### src/rtl/adc_rd_pkg.sv
package adc_rd_pkg;

  typedef enum logic [2:0] {
    ST_IDLE  = 3'd0,
    ST_PARK  = 3'd1,
    ST_SETUP = 3'd2,
    ST_HIGH  = 3'd3,
    ST_LOW   = 3'd4,
    ST_WAIT  = 3'd5
  } rd_state_e;

endpackage

### src/rtl/adc_rd_phase.sv
module adc_rd_phase #(
  parameter int DIV_W = 8
) (
  input  logic             clk,
  input  logic             rst_n,
  input  logic             run_i,
  input  logic [DIV_W-1:0] div_i,
  output logic             ph_end_o
);

  logic [DIV_W-1:0] ph_q, ph_d;
  logic [DIV_W-1:0] last_ph;

  assign last_ph  = (div_i == '0) ? '0 : div_i - DIV_W'(1);
  assign ph_end_o = run_i && (ph_q == last_ph);

  always_comb begin
    ph_d = ph_q;
    if (!run_i || ph_end_o) ph_d = '0;
    else                    ph_d = ph_q + DIV_W'(1);
  end

  always_ff @(posedge clk or negedge rst_n) begin
    if (!rst_n) ph_q <= '0;
    else        ph_q <= ph_d;
  end


  phase_bound_chk: assert property (@(posedge clk) disable iff (!rst_n)
    ph_q <= last_ph);

endmodule

### src/rtl/adc_rd_capture.sv
module adc_rd_capture #(
  parameter int DATA_W = 10
) (
  input  logic              clk,
  input  logic              rst_n,
  input  logic              sample_i,
  input  logic              done_i,
  input  logic              sdo_i,
  output logic [DATA_W-1:0] result_o,
  output logic              valid_o,
  output logic              stale_o
);

  logic [DATA_W-1:0] sh_q, sh_d;
  logic [DATA_W-1:0] res_q, res_d;
  logic              vld_q, vld_d;
  logic              stale_q, stale_d;
  logic              first_q, first_d;

  always_comb begin
    sh_d    = sh_q;
    res_d   = res_q;
    stale_d = stale_q;
    first_d = first_q;
    vld_d   = done_i;
    if (sample_i) sh_d = {sh_q[DATA_W-2:0], sdo_i};
    if (done_i) begin
      res_d   = sh_q;
      stale_d = first_q;
      first_d = 1'b0;
    end
  end

  always_ff @(posedge clk or negedge rst_n) begin
    if (!rst_n) begin
      sh_q    <= '0;
      res_q   <= '0;
      vld_q   <= 1'b0;
      stale_q <= 1'b0;
      first_q <= 1'b1;
    end else begin
      sh_q    <= sh_d;
      res_q   <= res_d;
      vld_q   <= vld_d;
      stale_q <= stale_d;
      first_q <= first_d;
    end
  end

  assign result_o = res_q;
  assign valid_o  = vld_q;
  assign stale_o  = stale_q;


  single_strobe_chk: assert property (@(posedge clk) disable iff (!rst_n)
    vld_q |=> !vld_q);


  stale_once_chk: assert property (@(posedge clk) disable iff (!rst_n)
    (vld_q && !first_q && $past(!first_q)) |-> !stale_q);

endmodule

### src/rtl/adc_rd_ctrl.sv
module adc_rd_ctrl
  import adc_rd_pkg::*;
#(
  parameter int DATA_W  = 10,
  parameter int MAX_LEN = 16,
  parameter int DIV_W   = 8,
  parameter int WAIT_W  = 16,
  parameter int LEN_W   = $clog2(MAX_LEN + 1)
) (
  input  logic              clk,
  input  logic              rst_n,
  input  logic              start_i,
  input  logic              hold_i,
  input  logic [LEN_W-1:0]  frame_len_i,
  input  logic [DIV_W-1:0]  div_i,
  input  logic [WAIT_W-1:0] wait_i,
  input  logic              ph_end_i,
  output logic              run_o,
  output logic [DIV_W-1:0]  div_o,
  output logic              cs_n_o,
  output logic              sclk_o,
  output logic              ready_o,
  output logic              sample_o,
  output logic              done_o
);

  localparam logic [LEN_W-1:0] LEN_MIN = LEN_W'(DATA_W);
  localparam logic [LEN_W-1:0] LEN_MAX = LEN_W'(MAX_LEN);

  rd_state_e         st_q, st_d;
  logic              held_q, held_d;
  logic              hold_q;
  logic [LEN_W-1:0]  len_q, len_req;
  logic [DIV_W-1:0]  div_q;
  logic [WAIT_W-1:0] wait_q;
  logic [LEN_W-1:0]  bc_q, bc_d;
  logic [WAIT_W-1:0] wc_q, wc_d;
  logic              accept;

  assign accept = (st_q == ST_IDLE) && start_i;

  always_comb begin
    if (hold_i)                    len_req = (frame_len_i <= LEN_MIN) ? LEN_MIN : LEN_MAX;
    else if (frame_len_i < LEN_MIN) len_req = LEN_MIN;
    else if (frame_len_i > LEN_MAX) len_req = LEN_MAX;
    else                            len_req = frame_len_i;
  end

  always_comb begin
    st_d   = st_q;
    held_d = held_q;
    bc_d   = bc_q;
    wc_d   = wc_q;
    case (st_q)
      ST_IDLE: if (start_i) begin
        bc_d = '0;
        if (held_q && !hold_i) begin
          st_d   = ST_PARK;
          held_d = 1'b0;
        end else begin
          st_d = ST_SETUP;
        end
      end
      ST_PARK:  if (ph_end_i) st_d = ST_SETUP;
      ST_SETUP: if (ph_end_i) st_d = ST_HIGH;
      ST_HIGH: if (ph_end_i) begin
        st_d = ST_LOW;
        bc_d = bc_q + LEN_W'(1);
      end
      ST_LOW: if (ph_end_i) begin
        if (bc_q == len_q) begin
          if (hold_q) begin
            st_d   = ST_WAIT;
            held_d = 1'b1;
            wc_d   = '0;
          end else begin
            st_d = ST_IDLE;
          end
        end else begin
          st_d = ST_HIGH;
        end
      end
      ST_WAIT: begin
        if (({1'b0, wc_q} + (WAIT_W+1)'(1)) >= {1'b0, wait_q}) st_d = ST_IDLE;
        else wc_d = wc_q + WAIT_W'(1);
      end
      default: st_d = ST_IDLE;
    endcase
  end

  always_ff @(posedge clk or negedge rst_n) begin
    if (!rst_n) begin
      st_q   <= ST_IDLE;
      held_q <= 1'b0;
      bc_q   <= '0;
      wc_q   <= '0;
    end else begin
      st_q   <= st_d;
      held_q <= held_d;
      bc_q   <= bc_d;
      wc_q   <= wc_d;
    end
  end

  always_ff @(posedge clk or negedge rst_n) begin
    if (!rst_n) begin
      hold_q <= 1'b0;
      len_q  <= LEN_MIN;
      div_q  <= '0;
      wait_q <= '0;
    end else if (accept) begin
      hold_q <= hold_i;
      len_q  <= len_req;
      div_q  <= div_i;
      wait_q <= wait_i;
    end
  end

  assign run_o    = (st_q == ST_PARK) || (st_q == ST_SETUP) ||
                    (st_q == ST_HIGH) || (st_q == ST_LOW);
  assign div_o    = div_q;
  assign cs_n_o   = (st_q == ST_IDLE) ? !held_q : (st_q == ST_PARK);
  assign sclk_o   = (st_q == ST_HIGH);
  assign ready_o  = (st_q == ST_IDLE);
  assign sample_o = ph_end_i && (bc_q < LEN_MIN) &&
                    ((st_q == ST_SETUP) || ((st_q == ST_LOW) && (bc_q != len_q)));
  assign done_o   = (st_q == ST_LOW) && ph_end_i && (bc_q == len_q);


  start_taken_chk: assert property (@(posedge clk) disable iff (!rst_n)
    (ready_o && start_i) |=> !ready_o);


  cs_before_clk_chk: assert property (@(posedge clk) disable iff (!rst_n)
    $rose(sclk_o) |-> $past(!cs_n_o));


  len_range_chk: assert property (@(posedge clk) disable iff (!rst_n)
    run_o |-> (len_q >= LEN_MIN && len_q <= LEN_MAX && bc_q <= len_q));

endmodule

### src/rtl/adc_serial_reader.sv
module adc_serial_reader #(
  parameter int DATA_W  = 10,
  parameter int MAX_LEN = 16,
  parameter int DIV_W   = 8,
  parameter int WAIT_W  = 16,
  parameter int LEN_W   = $clog2(MAX_LEN + 1)
) (
  input  logic              clk,
  input  logic              rst_n,
  input  logic              start_i,
  input  logic              hold_i,
  input  logic [LEN_W-1:0]  frame_len_i,
  input  logic [DIV_W-1:0]  div_i,
  input  logic [WAIT_W-1:0] wait_i,
  output logic              ready_o,
  output logic              cs_n_o,
  output logic              sclk_o,
  input  logic              sdo_i,
  output logic [DATA_W-1:0] result_o,
  output logic              valid_o,
  output logic              stale_o
);

  logic [1:0]       rst_pipe_q;
  logic             rst_sync_n;
  logic             run, ph_end, sample, done;
  logic [DIV_W-1:0] div_lat;

  always_ff @(posedge clk or negedge rst_n) begin
    if (!rst_n) rst_pipe_q <= 2'b00;
    else        rst_pipe_q <= {rst_pipe_q[0], 1'b1};
  end
  assign rst_sync_n = rst_pipe_q[1];

  adc_rd_ctrl #(
    .DATA_W (DATA_W),
    .MAX_LEN(MAX_LEN),
    .DIV_W  (DIV_W),
    .WAIT_W (WAIT_W),
    .LEN_W  (LEN_W)
  ) u_ctrl (
    .clk        (clk),
    .rst_n      (rst_sync_n),
    .start_i    (start_i),
    .hold_i     (hold_i),
    .frame_len_i(frame_len_i),
    .div_i      (div_i),
    .wait_i     (wait_i),
    .ph_end_i   (ph_end),
    .run_o      (run),
    .div_o      (div_lat),
    .cs_n_o     (cs_n_o),
    .sclk_o     (sclk_o),
    .ready_o    (ready_o),
    .sample_o   (sample),
    .done_o     (done)
  );

  adc_rd_phase #(.DIV_W(DIV_W)) u_phase (
    .clk     (clk),
    .rst_n   (rst_sync_n),
    .run_i   (run),
    .div_i   (div_lat),
    .ph_end_o(ph_end)
  );

  adc_rd_capture #(.DATA_W(DATA_W)) u_capture (
    .clk     (clk),
    .rst_n   (rst_sync_n),
    .sample_i(sample),
    .done_i  (done),
    .sdo_i   (sdo_i),
    .result_o(result_o),
    .valid_o (valid_o),
    .stale_o (stale_o)
  );

endmodule

### config.mk
export PLATFORM = sky130hd
export DESIGN_NAME = adc_serial_reader
export DESIGN_NICKNAME = d
export VERILOG_FILES = /design/src/rtl/adc_rd_pkg.sv /design/src/rtl/adc_rd_phase.sv /design/src/rtl/adc_rd_capture.sv /design/src/rtl/adc_rd_ctrl.sv /design/src/rtl/adc_serial_reader.sv
export SDC_FILE = /design/constraint.sdc
export NUM_CORES = 1
export LEC_CHECK = 0
export BUFFER_PORTS_ARGS = -buffer_cell sky130_fd_sc_hd__buf_2
export CAP_MARGIN = 20
export CORE_MARGIN = 2
export CORE_UTILIZATION = 30
export CTS_BUF_LIST = sky130_fd_sc_hd__clkbuf_8
export DETAILED_ROUTE_END_ITERATION = 10
export SETUP_SLACK_MARGIN = 0.4
export SLEW_MARGIN = 20
export SYNTH_ARGS = -nofsm -noshare
export SYNTH_HDL_FRONTEND = slang
export SYNTH_HIERARCHICAL = 1
export SYNTH_SLANG_ARGS = --single-unit
### constraint.sdc
create_clock -name clk -period 2.75 [get_ports clk]
set_clock_uncertainty 0.05 [all_clocks]
set_input_delay 0.1375 -clock clk [delete_from_list [all_inputs] [get_ports clk]]
set_output_delay 0.1375 -clock clk [all_outputs]
set_load 0.005 [all_outputs]
# Yosys cells after proc, flatten, opt, wreduce, memory -nomap -nowiden
# Cells that the tools add are included.
# totals
ff_bits	88
latch_bits	0
mem_bits_rw	0
romBits	0
word_cells	99
memories	0
# classes
n_addsub	5
mul	0
n_div	0
order_cmp	5
eq_ne	18
shift	0
muxes	31
bitwise_logic	0
reduce_logical	25
# op_table
op	n
$mux 16	4
$pmux 16 s2	1
$mux 5	6
$mux 3	8
$pmux 3 s6	1
$add 16x1->17 const B	1
$ge 17x16->1	1
$add 16x1->16 const B	1
$mux 8	2
$ne 2x1->1 const B	8
$reduce_and 6->1	2
$lt 5x4->1 const B	2
$pmux 5 s2	1
$add 8x1->8 const B	1
$eq 8x8->1	1
$logic_and 1x1->1	8
$logic_not 8->1	1
$sub 8x1->8 const B	1
$eq 3x2->1 const B	2
$eq 3x3->1 const B	2
$mux 1	6
$reduce_bool 2->1	3
$add 5x1->5 const B	1
$eq 5x5->1	1
other kinds (12)	19

# Logic depth before layout (Yosys ltp)
# Gate-level depths: netlist (run 1).
# logic_depth
ltp_word	7
ltp_mapped	16
mapped_depth_nobuf	15

# Cells and area by module
# The synthesis (run 1) kept the hierarchy.
# modules_own_cells
module	n_inst	cells_each	area_per_inst_um2
adc_rd_ctrl	1	362	3141.8
adc_rd_capture	1	47	878.3
adc_rd_phase	1	98	815.8
adc_serial_reader	1	3	53.8

# Worst setup path after synthesis (run 1)
# No wires, ideal clock.
# synth_timing
path_type	register to register
start	register u_ctrl.wc_q[0]
end	register u_ctrl.st_q[0]
setup_time_ns	0.125
t_arrival_ns	3.194
required_ns	2.575
slack_ns	-0.619
stages_incl_launch_ff	17
n_path_buf	1
cell_sequence	dfrtp_1 > ha_1 > nand3_1 > nor3_2 > inv_1 > nor2_1 > nand3_1 > xnor2_1 > ha_1 > nand4_1 > nor3_1 > a211o_1 > a31o_1 > or2_1 > buf_6 > o211ai_2 > mux2_2
# synth_between
elab_chain_len	4
# synth_lines
element	line_no	source
from (decl)	adc_rd_ctrl.sv:37	logic [WAIT_W-1:0] wc_q, wc_d;
from (signal assigned)	adc_rd_ctrl.sv:101	wc_q <= wc_d;
$add 16x1->17	adc_rd_ctrl.sv:84	if (({1'b0, wc_q} + (WAIT_W+1)'(1)) >= {1'b0, wait_q}) st_d = ST_IDLE;
$ge 17x16->1	adc_rd_ctrl.sv:84	
$ne 2x1->1 (no source line)	-	
$reduce_and 6->1 (no source line)	-	
to (signal assigned)	adc_rd_ctrl.sv:98	st_q <= st_d;
to (decl)	adc_rd_ctrl.sv:30	rd_state_e st_q, st_d;
# Every way passes these cells.
# A chain may end at the register's enable or synchronous reset.

# Final worst setup path (run 1)
# layout_timing
start	register u_ctrl.wc_q[0]
end	register u_ctrl.st_q[1]
# The elaborated chain is that of the path after synthesis.

==> results of run 1 <==
==> synthesized netlist by cell type, types with 2 or more instances <==
master     number  area share [%]
nor4_1          2            0.26
o31ai_1         3            0.46
mux2i_1         2            0.41
o21ai_0        43             4.4
nor2_1         27             2.1
o2bb2ai_1       2            0.36
nand3_1        17             1.7
nand2_1        95             7.3
mux2_4          9             2.8
dfrtp_1        85              44
and2_1          4            0.51
a211o_1         2            0.36
a21o_1          2            0.31
a21oi_1        10             1.0
and2_0          2            0.26
buf_1           2            0.15
nand2b_1        2            0.26
a211oi_1        3            0.46
clkbuf_1        9            0.69
buf_6           5             1.2
o211ai_1        2            0.31
o32ai_1         3            0.54
o21a_1          2            0.31
a31oi_1         5            0.64
dfstp_2         3             1.6
buf_2           4            0.41
xor2_1         18             3.2
inv_1          27             2.1
a41oi_1         3            0.54
nor2b_1         3            0.38
nand4_1         7            0.90
or3_1           4            0.51
nor3_1         11             1.1
nor3b_1         6            0.92
ha_1           20             5.1
or2_2           2            0.26
mux2_2         17             3.9
and3_1          3            0.38
xnor2_1        16             2.9
nor4b_1         2            0.36
==> registers in the layout, indices dropped and copies added, names as in the netlist, 2 cells and up <==
register            cells
u_ctrl/wait_q          16
u_ctrl/wc_q            16
u_capture/result_o     10
u_capture/sh_q         10
u_ctrl/div_o            8
u_phase/ph_q            8
u_ctrl/bc_q             5
u_ctrl/len_q            5
u_ctrl/st_q             3
rst_pipe_q              2
==> path summary, 6_finish.rpt <==
path	startpoint	slack (ps)	endpoint
setup / recovery	u_ctrl/wc_q[0]	-390	u_ctrl/st_q[1]
hold / removal	frame_len_i[0]	30	u_ctrl/len_q[0]
setup reg to reg	u_ctrl/wc_q[0]	-390	u_ctrl/st_q[1]
hold reg to reg	rst_pipe_q[1]	310	u_ctrl/wait_q[8]
max in group asynchronous	rst_pipe_q[1]	1610	u_ctrl/len_q[1]
min in group asynchronous	rst_pipe_q[1]	310	u_ctrl/wait_q[8]
==> kinds of logic (layout without fill, tap and decap cells) <==
| logic type | Yosys count | in the layout |
|---|---|---|
| adders and majority gates | 20 | 20 |
| buffers and inverters | 48 | 201 |
| muxes | 28 | 28 |
| and+or+nand+nor | 201 | 202 |
| DFF | 88 | 88 |
| AOI/OAI and AO/OA | 90 | 93 |
| other | 1 | 1 |
| xor gates and xnor gates | 34 | 34 |
==> layout by cell type, fill, tap and decap left out, types with 4 or more instances in the layout <==
cell / n
nand4_1: 7
xor2_1: 16
clkbuf_8: 10
xnor2_1: 15
o21ai_0: 27
a21oi_1: 9
nor2_1: 21
buf_6: 7
nand3_2: 4
buf_2: 48
nand3_1: 12
dlygate4sd3_1: 29
o21ai_1: 12
inv_1: 26
o21ai_2: 4
mux2_4: 25
and2_1: 4
ha_1: 18
dfrtp_1: 82
nand2_1: 89
nor3_1: 7
buf_4: 73
nand2_2: 6
o22a_4: 4
==> worst max-delay path: stages, from the launching register on <==
cell	delay [ps]
dfrtp_1	440
ha_4	170
nand3_4	80
nor3_4	150
inv_2	80
nor2_4	140
nand3_4	100
xnor2_2	140
ha_1	290
nand4_1	120
nor3_2	60
a211o_1	290
a31o_4	220
or2_4	270
o211ai_4	90
mux2_4	320
==> final cells by class <==
class                      count  share of cell area [%]
inverter                      27                    1.47
tap                          216                    3.91
sequential                    88                    32.0
timing repair buffer         158                    17.0
multi-input combinational    378                    42.4
clock buffer                  10                    1.99
clock inverter                 6                    1.23
==> metrics by stage <==
step,hold WS (ps),setup TNS (ps),total power [W],setup slack [ps]
5_1_grt,14.1,-19940,0.00533,-535
4_1_cts,5.42,-12800,0.00491,-336
3_3_place_gp,-127,-14280,0.00355,-379
6_report,27.8,-13640,0.00499,-387
3_5_place_dp,-126,-16640,0.00361,-459
2_1_floorplan,-208,-16940,0.00302,-459
==> report_power, final <==
group / internal (W) / total, W / switching, W
combinational: 0.000991 / 0.00217 / 0.00118
sequential: 0.00157 / 0.00182 / 0.000247
clock: 0.000534 / 0.00101 / 0.000474
==> repair_timing <==
action	4_1_cts	5_1_grt
setup endpoints to repair	50	56
hold buffers	29	0
resized for setup	57	19
buffers inserted	10	6
pin swaps	16	4
hold endpoints to repair	30	0
cloned	4	1
==> routing by layer <==
layer  part of all wire (%)  routed length (um)
met5                      0                   0
met4                    2.9                 369
met3                    2.5                 322
met2                     52                6630
met1                     43                5430
==> reports/metrics.cfg, run 1 <==
[detailed_routing]
wire_per_inst_um = 14.4
drt_pass1_iterations = 4
drt_iter0_markers = 194
drt-vias-per-instance = 4.83
drc_errors = 0
ant_nets = 0
num_vias = 4266
wl_um = 12800

[run]
maxCapViolCount = 0

[synth]
synth_edf_count = 0
avgSynthCellArea_um2 = 9.59
synth_fa_ha_area_share_pct = 5.12
synth-simple-area-share_pct = 20.0
synth_cell_type_count = 66
synth_nets = 564
synth-seq-cells = 88
synth_compound_area_share_pct = 11.9
synth_seq_area_share_pct = 45.1
synth_flop_cell = dfrtp_1
async_flop_share_pct = 100
ys_warn_count = 6
synth_cells = 510
syn_area_mm2 = 0.00489
synth_top_family_by_area = simple AND/OR/NAND/NOR gates
synthMuxAreaShare_pct = 7.09
synth_xor_area_share_pct = 6.09

[die]
core-area_mm2 = 0.0159
num_io_pins = 49
initial_core_util_pct = 30.8
row_count = 46
die_x_um = 132
die_height_um = 132
dieArea_mm2 = 0.0173

[timing]
fin_crit_ps = 3140
rsz0062_at_grt = true
hold_viol = 0
fmax_mhz = 319
final-setup-viol-count = 48
final_max_slew_viol_count = 0
maxSlewHeadroom_pct = 47.6
layout_setup_ws_ps = -387
min_period_over_period_pct = 114
worst_pin_slew_ps = 781

[clocking]
cts.sinks = 88
htree_num_levels = 3
cts_tree = built
cts_root_buf = clkbuf_8
clkTransAtPathRegs_ps = 90
insertion_delay_ps = 380
clock_path_buffers = 2
cts_buffers = 9

[global_routing]
grt_pass1_vias = 4363
antenna_found_initial = 0
grt_use_total_pct = 14.8
grt_busiest_layer = met2
met3_usage_pct = 2.16
grt_max_degree = 48
grtUsageMet1_pct = 17.1
met2_usage_pct = 26.7
grt_pass1_wl_um = 20800
grt.overflow.total = 0

[layout]
area_growth_pct = 41.4
regArea_mm2 = 0.00221
antenna_cells = 0
fill_cells = 1517
post_layout_nonfiller_instances = 883
final_util_pct = 43.5
drive_gt1_share_pct = 37.2
fin_nets = 716
finish.instance_area_mm2 = 0.00691
multiInputGateArea_mm2 = 0.00293

[worst_hold_path]
holdCritPathClass = input pin to register
holdPathStages = 3

[setup_path]
startpoint_type = register
arrival_ps = 3350
cp.required_ps = 2960
critPathCaptureType = register
critPathKind = register to register
crit_fanout = 4
reg2reg_depth = 15

[place]
dpl_cell_area_mm2 = 0.00590
hpwl_um = 8430
io_buffers = 48
place_inst = 817
gp_congestion = 0.835

[power]
leakagePower_nw = 3.20
powerDensity_mw_per_mm2 = 722
ir_drop_uv = 330

[status]
violations = negative setup slack
status = finished with violations

Note: power is estimated with default switching activity, not from simulation.
==> run 2: changes to the inputs <==
--- a/config.mk
+++ b/config.mk
@@ -7,10 +7,13 @@
 export LEC_CHECK = 0
 export BUFFER_PORTS_ARGS = -buffer_cell sky130_fd_sc_hd__buf_2
 export CAP_MARGIN = 20
+export CELL_PAD_IN_SITES_DETAIL_PLACEMENT = 0
+export CELL_PAD_IN_SITES_GLOBAL_PLACEMENT = 2
 export CORE_MARGIN = 2
 export CORE_UTILIZATION = 30
 export CTS_BUF_LIST = sky130_fd_sc_hd__clkbuf_8
 export DETAILED_ROUTE_END_ITERATION = 10
+export PLACE_DENSITY_LB_ADDON = 0.1
 export SETUP_SLACK_MARGIN = 0.4
 export SLEW_MARGIN = 20
 export SYNTH_ARGS = -nofsm -noshare
==> constraint.sdc (replaced) <==
create_clock -name clk -period 2.75 [get_ports clk]
set_clock_uncertainty 0.05 [all_clocks]
set_input_delay 0.1375 -clock clk [delete_from_list [all_inputs] [get_ports clk]]
set_output_delay 0.1375 -clock clk [all_outputs]
set_load 0.01 [all_outputs]
==> run 2 against run 1 <==
Net effect: the run still ends with negative setup slack left; first-iteration DRC count grew 12%; final cell count grew 1.7%; register-to-register slack lost 20 ps; worst hold slack lost 8.9 ps; routed wire length grew 5.7%; via count shrank 1.7%; power grew 1.5%; clock-buffer cell count shrank 1; combinational power grew 11%; sequential power shrank 3%; global-route usage grew 1.2 points; sequential share of layout area shrank 0.78 points; critical path type unchanged; critical endpoint is now u_capture/result_o[5].
==> reports/metrics.cfg, run 2 (synthesis gave the netlist of run 1 again) <==
[place]
io_buffers = 48  ; unchanged
hpwl_um = 9130  ; +8.3%
post-place-ws_ps = -511  ; -52.7 ps
gp_congestion = 0.810  ; -3.0%

[timing]
fin_crit_ps = 3150  ; +17.2 ps
maxSlewHeadroom_pct = 60.1  ; +13 points
hold_viol = 0  ; unchanged
layout_setup_ws_ps = -404  ; -17.2 ps
final_max_slew_viol_count = 0  ; unchanged
final-setup-viol-count = 48  ; unchanged
fmax_mhz = 317  ; -0.55%
min_period_over_period_pct = 115  ; +0.63 points
worst_pin_slew_ps = 599  ; -182 ps
rsz0062_at_grt = true

[setup_path]
arrival_ps = 3390  ; +40 ps
cp.required_ps = 2980  ; +20 ps
critPathKind = register to register
critPathCaptureType = register
startpoint_type = register
rrSetupSlack_ps = -400  ; -20 ps
crit_fanout = 6  ; +2

[power]
p_int_w = 0.00306  ; -0.97%
combPwrFrac_pct = 47.4  ; +4.0 points
switchingPower_w = 0.00200  ; +5.6%
ir_drop_uv = 256  ; -23%
leakagePower_nw = 3.29  ; +3.0%
switching_share_pct = 39.5  ; +1.5 points
powerDensity_mw_per_mm2 = 715  ; -0.95%
seqPwrFrac_pct = 35.0  ; -1.4 points
clkPwrFrac_pct = 17.6  ; -2.6 points

[clocking]
clock_path_buffers = 2  ; unchanged
cts_buffers = 9  ; unchanged
cts_tree = built
insertion_delay_ps = 380  ; about the same
cts_root_buf = clkbuf_8
cts.sinks = 88  ; unchanged
clkTransAtPathRegs_ps = 100  ; about the same
htree_num_levels = 3  ; unchanged

[layout]
drive_gt1_share_pct = 41.1  ; +3.9 points
fin_nets = 731  ; +2.1%
antenna_cells = 0  ; unchanged
final_util_pct = 44.6  ; +1.1 points
area_growth_pct = 44.9
final_cell_mix = dfrtp_1 (82), nand2_1 (82), buf_4 (78)
largest_registers = u_ctrl/wait_q x16, u_ctrl/wc_q x16

[global_routing]
grt_use_total_pct = 16.1  ; +1.2 points
grtUsageMet1_pct = 21.9  ; +4.8 points
grt_busiest_layer = met2
grt_max_degree = 51  ; +6.3%
met2_usage_pct = 25.9  ; -0.76 points
grt_pass1_vias = 4280  ; -1.9%
grt.overflow.total = 0  ; unchanged
grt_pass1_wl_um = 22100  ; +6.3%
antenna_found_initial = 0  ; unchanged
met3_usage_pct = 2.55  ; +0.39 points

[detailed_routing]
ant_nets = 0  ; unchanged
drt-vias-per-instance = 4.67  ; -3.4%
drt_pass1_iterations = 5  ; +1
drc_errors = 0  ; unchanged
drt_iter0_markers = 218  ; +12%
wl_um = 13500  ; +5.7%
wire_per_inst_um = 15.0  ; +3.9%
num_vias = 4193  ; -1.7%

[die]
die_x_um = 132  ; unchanged
initial_core_util_pct = 30.8  ; unchanged
row_count = 46  ; unchanged
dieArea_mm2 = 0.0173  ; unchanged
core-area_mm2 = 0.0159  ; unchanged
die_height_um = 132  ; unchanged
num_io_pins = 49  ; unchanged

[run]
maxCapViolCount = 0  ; unchanged

[status]
violations = negative setup slack
status = finished with violations

[worst_hold_path]
holdCritPathClass = input pin to register

==> run 2: cell count changes in the layout (fill, tap and decap cells not counted), sizes merged <==
| cell | change |
|---|---|
| buf | +15 |
| bufinv | -2 |
| clkbuf | -1 |
| clkinvlp | +1 |
| dlygate4sd3 | +2 |
| inv | +2 |
| o22a | -2 |
==> run 2: critical path, cell delays in order (launching register included) <==
cell and delay (ps):
dfrtp_1 410, buf_4 150, buf_4 150, nor3_4 210
xnor2_2 170, xor2_1 220, a41oi_2 170, a2111oi_4 410
and2_4 220, and3b_2 240, buf_6 120, and3_4 250
mux2_4 310
==> run 2: layer usage <==
metal	vias to the layer above	wire, um
met3	14	343
met1	2013	6610
met4	0	192
met5	-	0
met2	55	6340
li1	2111	-
==> run 2: path summary, 6_finish.rpt <==
kind,from,to,depth (start not counted)
worst max-delay path,u_ctrl/div_o[0],u_capture/result_o[5],12
worst min-delay path,frame_len_i[1],u_ctrl/len_q[0],3
worst max register to register,u_ctrl/div_o[0],u_capture/result_o[5],12
worst min register to register,rst_pipe_q[1],u_capture/result_o[2],0
max in group asynchronous,rst_pipe_q[1],u_ctrl/len_q[1],1
min in group asynchronous,rst_pipe_q[1],u_capture/result_o[2],0
==> run 2: final cells by class <==
type	count	area, um^2
fill	1599	8800
multi-input combinational	376	2960
sequential	88	2210
timing repair buffer	175	1360
tap	216	270
clock buffer	9	124
inverter	27	101
clock inverter	7	61.3
==> run 2: metrics by stage <==
stage / area (um^2) / total power, W / setup TNS [ps] / cells / hold slack, ps
floorplan: 5050 / 0.00303 / -16940 / 510 / -208
global placement: 5970 / 0.00371 / -16330 / 825 / -128
detailed placement: 5970 / 0.00371 / -17730 / 825 / -125
CTS: 6800 / 0.00491 / -13060 / 889 / 8.55
global route: 7090 / 0.00546 / -21420 / 898 / 34.4
finish: 7090 / 0.00507 / -15780 / 898 / 18.9
==> run 2: power by group through the flow <==
stage	combinational, W	clock (W)	sequential [W]
3_3_place_gp	0.00192	0	0.00179
2_1_floorplan	0.00127	0	0.00176
6_report	0.00240	0.000891	0.00177
3_5_place_dp	0.00192	0	0.00179
4_1_cts	0.00221	0.000937	0.00177
5_1_grt	0.00265	0.000991	0.00181
==> run 2: repair_timing <==
| action | CTS | global route |
|---|---|---|
| hold buffers | 31 | 0 |
| buffers inserted | 15 | 7 |
| setup endpoints to repair | 50 | 57 |
| gates cloned | 2 | 2 |
| resized for setup | 51 | 52 |
| hold endpoints to repair | 31 | 0 |
| pin swaps | 35 | 23 |
